==> config.mk <==
export PLATFORM = sky130hd
export DESIGN_NAME = xcvr_mgmt_regs
export DESIGN_NICKNAME = d
export VERILOG_FILES = /design/src/rtl/xcvr_mgmt_pkg.sv /design/src/rtl/xcvr_rst_seq.sv /design/src/rtl/xcvr_mgmt_csr.sv /design/src/rtl/xcvr_mgmt_regs.sv
export SDC_FILE = /design/constraint.sdc
export NUM_CORES = 1
export LEC_CHECK = 0
export BUFFER_PORTS_ARGS = -buffer_cell sky130_fd_sc_hd__buf_2
export CAP_MARGIN = 20
export CORE_AREA = 2 2 65 67
export DETAILED_ROUTE_END_ITERATION = 16
export DIE_AREA = 0 0 67 69
export PLACE_DENSITY = 0.86
export REMOVE_ABC_BUFFERS = 1
export SLEW_MARGIN = 30
export SYNTH_ARGS = -nofsm -noshare
export SYNTH_HDL_FRONTEND = slang
export SYNTH_SLANG_ARGS = --single-unit
==> constraint.sdc <==
create_clock -name clk -period 1.33 [get_ports clk]
set_input_delay 0.133 -clock clk [delete_from_list [all_inputs] [get_ports clk]]
set_output_delay 0.133 -clock clk [all_outputs]
set_load 0.02 [all_outputs]
==> src/rtl/xcvr_mgmt_pkg.sv <==
package xcvr_mgmt_pkg;

  localparam int unsigned MAP_ADDR_W   = 9;
  localparam logic [MAP_ADDR_W-1:0] A_PLL_LOCK = 9'h022;
  localparam logic [MAP_ADDR_W-1:0] A_CH_MASK  = 9'h041;
  localparam logic [MAP_ADDR_W-1:0] A_RST_CTRL = 9'h042;

  // Direction indices into the sequencer array; bit d of the control word starts direction d
  localparam int unsigned DIR_TX  = 0;
  localparam int unsigned DIR_RX  = 1;
  localparam int unsigned NUM_DIR = 2;

  typedef enum logic [1:0] {
    SEQ_HOLD     = 2'd0,
    SEQ_LOCKWAIT = 2'd1,
    SEQ_READY    = 2'd2
  } seq_state_t;

endpackage

==> src/rtl/xcvr_rst_seq.sv <==
module xcvr_rst_seq
  import xcvr_mgmt_pkg::*;
#(
  parameter int unsigned RST_CYCLES = 16,
  parameter int unsigned NUM_PLL    = 2
) (
  input  logic               clk,
  input  logic               rst,
  input  logic               start,
  input  logic [NUM_PLL-1:0] pll_locked,
  output logic               rst_active,
  output logic               ready
);

  localparam int unsigned CNT_W = (RST_CYCLES < 2) ? 1 : $clog2(RST_CYCLES);
  localparam logic [CNT_W-1:0] CNT_LAST = CNT_W'(RST_CYCLES - 1);

  seq_state_t       state;
  logic [CNT_W-1:0] cnt;
  logic             all_locked;

  assign all_locked = &pll_locked;

  always_ff @(posedge clk) begin
    if (rst || start) begin
      state <= SEQ_HOLD;
      cnt   <= '0;
    end else begin
      case (state)
        SEQ_HOLD: begin
          if (cnt == CNT_LAST) begin
            state <= all_locked ? SEQ_READY : SEQ_LOCKWAIT;
          end else begin
            cnt <= cnt + 1'b1;
          end
        end
        SEQ_LOCKWAIT: begin
          if (all_locked) state <= SEQ_READY;
        end
        SEQ_READY: state <= SEQ_READY;
        default:   state <= SEQ_HOLD;
      endcase
    end
  end

  assign rst_active = (state != SEQ_READY);
  assign ready      = (state == SEQ_READY);

  // Length of the current reset window, used only to check the minimum hold time
  logic [31:0] hold_len;
  always_ff @(posedge clk) begin
    if (rst)             hold_len <= '0;
    else if (rst_active) hold_len <= hold_len + 1'b1;
    else                 hold_len <= '0;
  end

  a_r6_min_hold: assert property (@(posedge clk) disable iff (rst)
    $fell(rst_active) |-> (hold_len >= RST_CYCLES));

  a_r7_ready_needs_lock: assert property (@(posedge clk) disable iff (rst)
    $rose(ready) |-> $past(all_locked));

  a_r9_start_restarts: assert property (@(posedge clk) disable iff (rst)
    start |=> (rst_active && !ready));

endmodule

==> src/rtl/xcvr_mgmt_csr.sv <==
module xcvr_mgmt_csr
  import xcvr_mgmt_pkg::*;
#(
  parameter int unsigned ADDR_W  = 9,
  parameter int unsigned DATA_W  = 32,
  parameter int unsigned NUM_CH  = 4,
  parameter int unsigned NUM_PLL = 2
) (
  input  logic               clk,
  input  logic               rst,
  input  logic [ADDR_W-1:0]  addr,
  input  logic [DATA_W-1:0]  wdata,
  input  logic               write,
  input  logic               read,
  input  logic [NUM_PLL-1:0] pll_locked,
  input  logic [NUM_DIR-1:0] seq_ready,
  output logic [DATA_W-1:0]  rdata,
  output logic               waitreq,
  output logic [NUM_CH-1:0]  ch_mask,
  output logic [NUM_DIR-1:0] wr_start
);

  localparam logic [ADDR_W-1:0] AD_LOCK = ADDR_W'(A_PLL_LOCK);
  localparam logic [ADDR_W-1:0] AD_MASK = ADDR_W'(A_CH_MASK);
  localparam logic [ADDR_W-1:0] AD_CTRL = ADDR_W'(A_RST_CTRL);

  logic              rd_phase;
  logic              rd_accept;
  logic [DATA_W-1:0] rd_mux;
  logic              hit_mask;
  logic              hit_ctrl;

  assign hit_mask  = (addr == AD_MASK);
  assign hit_ctrl  = (addr == AD_CTRL);
  assign rd_accept = read && !rd_phase;
  assign waitreq   = rd_accept;

  always_comb begin
    case (addr)
      AD_LOCK: rd_mux = DATA_W'(pll_locked);
      AD_MASK: rd_mux = DATA_W'(ch_mask);
      AD_CTRL: rd_mux = DATA_W'(seq_ready);
      default: rd_mux = '0;
    endcase
  end

  always_ff @(posedge clk) begin
    if (rst) begin
      rd_phase <= 1'b0;
      rdata    <= '0;
      ch_mask  <= '1;
    end else begin
      rd_phase <= rd_accept;
      if (rd_accept)          rdata   <= rd_mux;
      if (write && hit_mask)  ch_mask <= wdata[NUM_CH-1:0];
    end
  end

  // Command bits are pulses for the sequencers, never stored
  assign wr_start = (write && hit_ctrl) ? wdata[NUM_DIR-1:0] : '0;

  a_r2_one_wait: assert property (@(posedge clk) disable iff (rst)
    (read && waitreq) |=> !waitreq);

  a_r4_mask_write: assert property (@(posedge clk) disable iff (rst)
    (write && hit_mask) |=> (ch_mask == $past(wdata[NUM_CH-1:0])));

  a_r11_unmapped_zero: assert property (@(posedge clk) disable iff (rst)
    (read && waitreq && (addr != AD_LOCK) && !hit_mask && !hit_ctrl) |=> (rdata == '0));

endmodule

==> src/rtl/xcvr_mgmt_regs.sv <==
module xcvr_mgmt_regs
  import xcvr_mgmt_pkg::*;
#(
  parameter int unsigned ADDR_W     = 9,
  parameter int unsigned DATA_W     = 32,
  parameter int unsigned NUM_CH     = 4,
  parameter int unsigned NUM_PLL    = 2,
  parameter int unsigned RST_CYCLES = 16
) (
  input  logic               clk,
  input  logic               rst,
  input  logic               phy_rst_req,
  input  logic [NUM_PLL-1:0] pll_locked,
  input  logic [ADDR_W-1:0]  bus_addr,
  input  logic [DATA_W-1:0]  bus_wdata,
  input  logic               bus_write,
  input  logic               bus_read,
  output logic [DATA_W-1:0]  bus_rdata,
  output logic               bus_waitreq,
  output logic [NUM_CH-1:0]  tx_digital_rst,
  output logic [NUM_CH-1:0]  rx_digital_rst
);

  logic [NUM_CH-1:0]  ch_mask;
  logic [NUM_DIR-1:0] wr_start;
  logic [NUM_DIR-1:0] seq_active;
  logic [NUM_DIR-1:0] seq_ready;
  logic               req_q;
  logic               glob_start;

  always_ff @(posedge clk) begin
    if (rst) req_q <= 1'b0;
    else     req_q <= phy_rst_req;
  end
  assign glob_start = phy_rst_req && !req_q;

  xcvr_mgmt_csr #(
    .ADDR_W (ADDR_W),
    .DATA_W (DATA_W),
    .NUM_CH (NUM_CH),
    .NUM_PLL(NUM_PLL)
  ) u_csr (
    .clk       (clk),
    .rst       (rst),
    .addr      (bus_addr),
    .wdata     (bus_wdata),
    .write     (bus_write),
    .read      (bus_read),
    .pll_locked(pll_locked),
    .seq_ready (seq_ready),
    .rdata     (bus_rdata),
    .waitreq   (bus_waitreq),
    .ch_mask   (ch_mask),
    .wr_start  (wr_start)
  );

  for (genvar d = 0; d < NUM_DIR; d++) begin : g_dir
    xcvr_rst_seq #(
      .RST_CYCLES(RST_CYCLES),
      .NUM_PLL   (NUM_PLL)
    ) u_seq (
      .clk       (clk),
      .rst       (rst),
      .start     (wr_start[d] || glob_start),
      .pll_locked(pll_locked),
      .rst_active(seq_active[d]),
      .ready     (seq_ready[d])
    );
  end

  assign tx_digital_rst = {NUM_CH{seq_active[DIR_TX]}} & ch_mask;
  assign rx_digital_rst = {NUM_CH{seq_active[DIR_RX]}} & ch_mask;

  a_r10_level_no_restart: assert property (@(posedge clk) disable iff (rst)
    (phy_rst_req && $past(phy_rst_req) && !bus_write && seq_ready[DIR_TX]) |=> seq_ready[DIR_TX]);

endmodule

# Word-level counts from Yosys, hierarchy flattened
# Cells that the tools add are included.
# op_classes
addsub	2
multipliers	0
div	0
magnitude_cmp	0
n_eq_ne	15
n_shift	0
mux	8
n_bitwise	4
n_reduce_logical	17
# ops
op	count
$eq A9 B7 Y1 const B	2
$pmux W2 S3	2
$pmux W4 S3	1
$mux W2	5
$reduce_and A2 Y1	5
$eq A9 B6 Y1 const B	1
$add A4 B1 Y4 const B	2
$and A4 B4 Y4	2
$eq A4 B4 Y1 const B	2
$ne A2 B1 Y1 const B	3
$ne A2 B2 Y1 const B	3
$eq A2 B1 Y1 const B	2
$eq A2 B2 Y1 const B	2
$logic_and A1 B1 Y1	4
$logic_not A2 Y1	2
$logic_or A1 B1 Y1	4
$logic_not A1 Y1	2
$not A1 Y1	2
# word_totals
regBits	50
latchBits	0
ram_bits	0
rom_bits	0
in_bits	48
elab_cells	54
mem_count	0

# Depth between registers and ports, before layout
# Gate-level depths: netlist of run 1.
# depth
depth_word	5
depth_mapped	7
depth_no_buf	6

# Modules after synthesis
# A second synthesis of run 1 with hierarchy kept.
# unflattened
hier_cells	183
area_unflattened_um2	1524.0
# by_module_without_submodules
module	n_inst	cells_per_inst	area_each_um2	seq_area_each_um2
xcvr_rst_seq	2	42	372.9	120.1
xcvr_mgmt_csr	1	86	683.2	180.2
xcvr_mgmt_regs	1	13	95.1	20.0

# Least setup slack after synthesis of run 1
# OpenSTA, ideal clock, no wires.
# synth_timing
path_kind	register to register
startpoint	reg g_dir[1].u_seq.state[0]
endpoint	reg g_dir[1].u_seq.state[1]
setup_ns	0.122
arrival_time_ns	1.215
required_time_ns	1.208
setup_slack_ns	-0.008
stages_incl_launch_ff	7
path_buffers	1
period_less_slack_ns	1.338
cell_sequence	dfxtp_1 inv_1 ha_1 clkbuf_1 a22oi_1 mux2i_1 nor2_1
# synth_between
elab_chain_cells	3
word_cells_on_any_way	7
# synth_rtl
item	line_no	text
from (decl)	xcvr_rst_seq.sv:18	seq_state_t state;
from (signal assigned)	xcvr_rst_seq.sv:32	state <= all_locked ? SEQ_READY : SEQ_LOCKWAIT;
$eq A2 B1 Y1 or $logic_not A2 Y1 (tied branches)	xcvr_rst_seq.sv:29	case (state)
$ne A2 B2 Y1 (no line) or $ne A2 B1 Y1 (tied branches)	-	
$reduce_and A2 Y1 (no line)	-	
# Parallel ways exist; a longest one is shown, timed or not.
# A chain may end at the register's enable or synchronous reset.

# Final worst setup path of run 1
# layout_timing
startpoint	reg g_dir[0].u_seq.state[0]
endpoint	out tx_digital_rst[0]
# layout_between
elab_chain_cells	2
# layout_rtl
item	line_no	text
from (decl)	xcvr_rst_seq.sv:18	
from (signal assigned)	xcvr_rst_seq.sv:32	
$ne A2 B2 Y1	xcvr_rst_seq.sv:46	assign rst_active = (state != SEQ_READY);
$and A4 B4 Y4	xcvr_mgmt_regs.sv:71	assign tx_digital_rst = {NUM_CH{seq_active[DIR_TX]}} & ch_mask;
to (decl)	xcvr_mgmt_regs.sv:20	output logic [NUM_CH-1:0] tx_digital_rst,
# Every way passes these cells.

==> metrics, run 1 <==
CP max FO 5; hold_ws just under 0.09 ns; core area 3910 µm²; worst skew pair latency 0.27 ns; WL met1 1.32 mm; # diodes 0; die area 4620 µm²; peak supply drop between 0.4 and 0.5 mV; Post-DRT Antenna Nets 0; sequential power share 0.445; Sw Share 0.252; register bit total from synthesis 22; Num CTS Buffers 3; Synth Area in Compound Gates 0.112; Starting DRT DRC Count 25; H-tree levels 1; most common cell after layout, fill and taps aside conb_1; FP Rows 23; reg2reg start g_dir[0].u_seq.state[1]; drt first pass iters 4; pin count of the biggest net entering global routing 14; ys async rst share 0; mapped cell area ~1500 µm²; metal2 WL 1.63 mm; top_reg_cell synth dfxtp_1; Initial Util 0.380; Worst-path clk slew 0.08 ns; Crit path arrival time 1.18 ns; Sw Pwr 0.000384 W; die width 67 µm; Final Max Tran Viols 0; Worst Setup End Kind primary output; Layout Nets approximately 280; Synth Instances 175; top layer in use met4; first-pass GRT wire length 5.14 mm; XOR/XNOR Fraction of Synth Area 0.0353; worst setup path start g_dir[0].u_seq.state[0]; GRT Overall Usage 0.140; critical path launch point type flip-flop; commonest cells after routing, fill and taps aside 28 x conb_1, 26 x buf_2, 21 x nor2_1; Root Driver clkbuf_8; HP Start phy_rst_req; max_cap viols 0; DP Wirelength between 2 and 2.5 mm; Req. time, crit path 1.20 ns; status finished, final reports clean; P_leak 0.860 nW; period utilization 0.987; WL met3 196 µm; routability congestion estimate 0.823; number of global-route vias before repair 1230; Die Span Y 69 µm; Worst Setup Path Type reg2out; num ports 89; area leader, netlist dfxtp_1; main combinational cell family by area after synthesis simple AND/OR/NAND/NOR gates; mux cell area share after synthesis 0.0134; pwr dens 815 nW/µm²; layout cell share with drive strength beyond 1 0.352; Area Overhead vs Synth 25.6%; maximum clock path buffer count 2; Final Hold Fails 0; Area contributors post-synth dfxtp_1 30%, buf_4 14%, ha_1 8.4%; total negative setup slack 0 ns; Post-Synth Simple-Gate Area 0.281; clk sinks 22; Synth Area in Adders 0.0840; clk_skew 0.00395 ns; RSZ-0062 raised after global routing yes; Via-to-Cell Ratio between 4 and 5; routed vias 1249; initial antenna violation count 0; sequential element share of the synthesized area 0.296; DR WL/cell approximately 12 µm; final setup violation count 0; Synth warnings 0; synth unique cells 37; CTS tree done; Logic pwr share 0.146; Residual DRC 0; internal power 0.00114 W; post-route cell area 1870 µm²; Period minus WS final between 1 and 1.5 ns; Placed Cells around 260; routed wire length about 3.2 mm; Finished Layout Cells around 270; clock share of power 0.410; Fmax 762 MHz; total gr overflow 0; top cell type's share of synthesized area 0.296; Syn Area/Cell 8.51 µm²; Hold Crit Class in2reg; fill count 371; DP Area 1670 µm²; port buffer count 32; number of synthesized flops with an enable pin 0
[worst max-delay path: stages (launching register included)]
cell and delay (ns):
dfxtp_2 0.36, inv_2 0.07, ha_4 0.19, nor2_1 0.13, buf_4 0.17
[sequential cells by signal, indices dropped and copies added, names as in the netlist]
signal and cells:
g_dir.u_seq.cnt 8, u_csr.rd_phase 1, u_csr.rdata 4, g_dir.u_seq.state 4, req_q 1, u_csr.ch_mask 4
[worst paths after layout]
path	to	slack, ns	depth (start not counted)
min reg2reg	u_csr.rdata[1]	0.45	2
max reg2reg	g_dir[0].u_seq.state[1]	0.05	6
max	tx_digital_rst[0]	0.02	4
min	req_q	0.09	2
[cell type report]
class                      instances  area, µm²  share of cell area
clock buffer                       3       41.3              0.0221
clock inverter                     1       30.0              0.0161
inverter                          12       45.0              0.0241
multi-input combinational        138        975               0.521
sequential                        22        452               0.241
tap                               50       62.6              0.0334
timing repair buffer              43        265               0.142
[Yosys cell counts, types with 3 or more instances]
cell / n
a21oi_1: 6
nand4_1: 3
nor2b_1: 8
ha_1: 10
nor2_1: 21
nand2b_1: 4
nand3_1: 7
nand2_1: 7
xor2_1: 5
a22oi_1: 4
inv_1: 12
buf_4: 28
a31oi_1: 4
and3_1: 3
a211o_1: 4
dfxtp_1: 22
[logic make-up (layout without fill, tap and decap cells)]
group | count (synthesis) | count (layout)
and+or+nand+nor | 67 | 67
buffers and inverters | 42 | 59
AOI/OAI and AO/OA | 25 | 25
DFF | 22 | 22
adders and majority gates | 10 | 10
xor gates and xnor gates | 6 | 6
muxes | 2 | 2
other | 1 | 28
[power groups by stage]
| stage | Combinational (W) | Clock [W] | Sequential (W) |
|---|---|---|---|
| floorplan | 0.000140 | 0 | 0.000693 |
| global placement | 0.000214 | 0 | 0.000693 |
| detailed placement | 0.000218 | 0 | 0.000693 |
| CTS | 0.000219 | 0.000632 | 0.000678 |
| global route | 0.000248 | 0.000666 | 0.000679 |
| finish | 0.000222 | 0.000625 | 0.000678 |
[routing by layer]
metal,track usage,up-vias
met3,0.0326,4
li1,-,629
met2,0.239,35
met5,0,-
met4,0.0567,0
met1,0.165,581
[stage by stage]
step           utilization  setup WS (ns)  power [W]
6_report             0.478         0.0172    0.00152
5_1_grt              0.478        -0.0387    0.00159
4_1_cts              0.456        0.00162    0.00153
3_5_place_dp         0.427        -0.0453   0.000911
3_3_place_gp         0.427       -0.00965   0.000906
2_1_floorplan            -         0.0638   0.000833
[timing repair]
item | in CTS | in global routing
setup buffers | 0 | 1
gates resized for setup | 12 | 24
hold buffers | 0 | 0
pin swaps | 0 | 2
endpoints found under the setup margin | 10 | 15
(Power assumes the default switching activity.)
==> run 2, diff against run 1 <==
--- a/config.mk
+++ b/config.mk
@@ -5,14 +5,15 @@
 export SDC_FILE = /design/constraint.sdc
 export NUM_CORES = 1
 export LEC_CHECK = 0
-export BUFFER_PORTS_ARGS = -buffer_cell sky130_fd_sc_hd__buf_2
 export CAP_MARGIN = 20
-export CORE_AREA = 2 2 65 67
+export CORE_AREA = 2 2 56 58
 export DETAILED_ROUTE_END_ITERATION = 16
-export DIE_AREA = 0 0 67 69
-export PLACE_DENSITY = 0.86
+export DIE_AREA = 0 0 58 60
+export DONT_BUFFER_PORTS = 1
+export PLACE_DENSITY = 0.82
 export REMOVE_ABC_BUFFERS = 1
 export SLEW_MARGIN = 30
 export SYNTH_ARGS = -nofsm -noshare
 export SYNTH_HDL_FRONTEND = slang
+export SYNTH_HIERARCHICAL = 1
 export SYNTH_SLANG_ARGS = --single-unit
==> constraint.sdc (replaced) <==
create_clock -name clk -period 1.33 [get_ports clk]
set_input_delay 0.133 -clock clk [delete_from_list [all_inputs] [get_ports clk]]
set_output_delay 0.133 -clock clk [all_outputs]
set_load 0.1 [all_outputs]
==> run 2 against run 1 <==
The flow now finishes with violations (negative setup slack); critical path depth rose by 4; combinational power grew to 2.5 times the previous value; highest routed layer unchanged; cell count down 4.8%.
==> metrics, run 2 <==
H-tree levels 1; Num CTS Buffers 3; drt first pass iters 5; critical path launch point type input port; DR WL/cell 21.9 µm; Area Overhead vs Synth 41.7%; Post-Synth Simple-Gate Area 0.241; Syn Area/Cell 8.33 µm²; Starting DRT DRC Count about 130; peak supply drop 0.550 mV; Synth Area in Compound Gates 0.151; Pwr Total 0.00162 W; pin count of the biggest net entering global routing 13; final worst slack -0.261 ns; mapped cell area between 1500 and 2000 µm²; port buffer count 0; Cell Chain, Critical Path or4_4 > nor4_4 > and3_4 > nand2b_4 > buf_6 > nor3b_2 > o31ai_2 > o41ai_1; num ports 89; # diodes 0; Synth warnings 6; Hold Crit Class in2reg; Synth Area in Adders 0.0821; violated checks negative setup slack; top_reg_cell synth dfxtp_1; initial antenna violation count 0; layout cell share with drive strength beyond 1 0.404; DP Area approximately 1700 µm²; FF-to-FF path depth 5; hold_ws 0.0128 ns; Final Max Tran Viols 0; max incr delay on CP 0.56 ns; top cell type's share of synthesized area 0.289; sequential element share of the synthesized area 0.289; Final Hold Fails 0; CTS tree done; DP Wirelength 2.42 mm; top cells by count, synth 28 x buf_4, 22 x dfxtp_1, 14 x inv_1; GRT Overall Usage 0.257; number of global-route vias before repair 1447; total gr overflow 0; Via-to-Cell Ratio 6.16; critical path's slowest cell or4_4; Crit Reg-Reg Endpoint g_dir[0].u_seq/state[1]; Root Driver clkbuf_4; status complete, but fails checks; reg2reg start req_q; final setup violation count 23; main combinational cell family by area after synthesis simple AND/OR/NAND/NOR gates; Fmax 629 MHz; Die Span Y 60 µm; commonest cells after routing, fill and taps aside 28 x conb_1, 16 x dfxtp_1, 16 x buf_4; HP Start rst; Top reg by flops g_dir.u_seq/cnt; die width 58 µm; Rel. slew slack 0.601; CP max FO 3; first-pass GRT wire length 6.74 mm; fill count 150; Area contributors post-synth dfxtp_1 29%, buf_4 14%, ha_1 8.2%; max_cap viols 0; clk_skew approximately 0.0043 ns; number of synthesized flops with an enable pin 0; Layout Nets 282; die area 3480 µm²; RSZ-0062 raised after global routing yes; Synth Instances 183; mux cell area share after synthesis 0.0394; FP Rows 20; period utilization 1.20; ys async rst share 0; routed wire length roughly 5.6 mm; worst slew pin tran 0.596 ns; most common cell after layout, fill and taps aside conb_1; P_leak 0.973 nW; Worst-path clk slew 0.12 ns; routed vias ~1.6k; count leader, synth buf_4; area leader, netlist dfxtp_1; Worst Setup Path Type in2reg; routability congestion estimate about 0.85; Req. time, crit path 1.53 ns; register bit total from synthesis 22; Hold EP g_dir[1].u_seq/state[1]; Post-DRT Antenna Nets 0; clk sinks 22; flop2flop setup slack -0.12 ns; Crit path arrival time 1.79 ns; Worst Setup End Kind flip-flop; Period minus WS final 1.59 ns; Residual DRC 0; XOR/XNOR Fraction of Synth Area 0; synth unique cells 35; core area around 2900 µm²; max reg flops 8; pwr dens 750 nW/µm²; post-route cell area 2160 µm²; Initial Util 0.525; worst skew pair latency 0.31 ns; Hold Path Stages 3; maximum clock path buffer count 2
-- run 2: changes by cell type after synthesis, moves of 4 or more --
| cell | change |
|---|---|
| nor3b_1 | +5 |
| o21ai_0 | +4 |
| or3_1 | +4 |
| a211o_1 | -4 |
| nor2_1 | -8 |
| o31ai_1 | +4 |
| mux2i_1 | +4 |
| and2_1 | +8 |
| o41ai_1 | +4 |
| xor2_1 | -5 |
| nor2b_1 | -6 |
-- run 2: per-layer routing --
metal,global-route usage,share of wire,up-vias
met4,0.123,0.043,0
met3,0.0628,0.12,27
met1,0.283,0.34,739
li1,-,-,659
met5,0,0,-
met2,0.464,0.50,151
-- run 2: worst max-delay path by stage --
| stage | slack (ns) | start | endpoint |
|---|---|---|---|
| finish | -0.26 | bus_addr[7] | g_dir[0].u_seq/cnt[3] |
| global route | -0.30 | bus_addr[7] | g_dir[0].u_seq/cnt[3] |
| CTS | -0.10 | g_dir[1].u_seq/state[1] | rx_digital_rst[2] |
| detailed placement | -0.47 | bus_addr[7] | g_dir[0].u_seq/state[1] |
| global placement | -0.44 | bus_addr[7] | g_dir[0].u_seq/state[1] |
| floorplan | -0.38 | bus_addr[7] | g_dir[0].u_seq/state[1] |
-- run 2: cell families after synthesis --
kind of cell / after synthesis
fa+ha+maj: 10
compound gates: 34
mux: 6
simple gates: 63
buf+inv: 47
other cells: 1
flops: 22
-- run 2: per-stage QoR --
step	setup WS [ns]	utilization	cells	setup TNS (ns)
detailed placement	-0.474	0.587	235	-5.34
floorplan	-0.377	-	179	-5.89
CTS	-0.101	0.690	249	-0.925
global route	-0.299	0.744	256	-4.14
global placement	-0.441	0.587	235	-5.02
finish	-0.261	0.744	256	-3.41
-- run 2: repair_timing --
item / in CTS / in global routing
pin swaps: 5 / 7
endpoints found under the setup margin: 21 / 23
buffers inserted: 4 / 7
resized for setup: 53 / 18
hold buffers: 6 / 1
endpoints found under the hold margin: 10 / 1
-- run 2: power breakdown --
part           leakage [nW]  switching, W  internal, W  total (W)
registers             0.181     0.0000109     0.000672   0.000683
clock network        0.0210      0.000215     0.000167   0.000382
logic                 0.771      0.000456    0.0000988   0.000555
-- run 2: final cells by class --
cell class                 count  area (µm²)  area share
multi-input combinational    141        1090       0.507
timing repair buffer          40         469       0.217
inverter                      16        70.1      0.0324
sequential                    22         448       0.207
clock buffer                   4        36.3      0.0168
tap                           33        41.3      0.0191
-- run 2: worst max-delay path, delay by kind of cell --
family | cells | cell delay, ns
simple gates | 5 | 1.33
buf+inv | 1 | 0.10
compound gates | 2 | 0.22
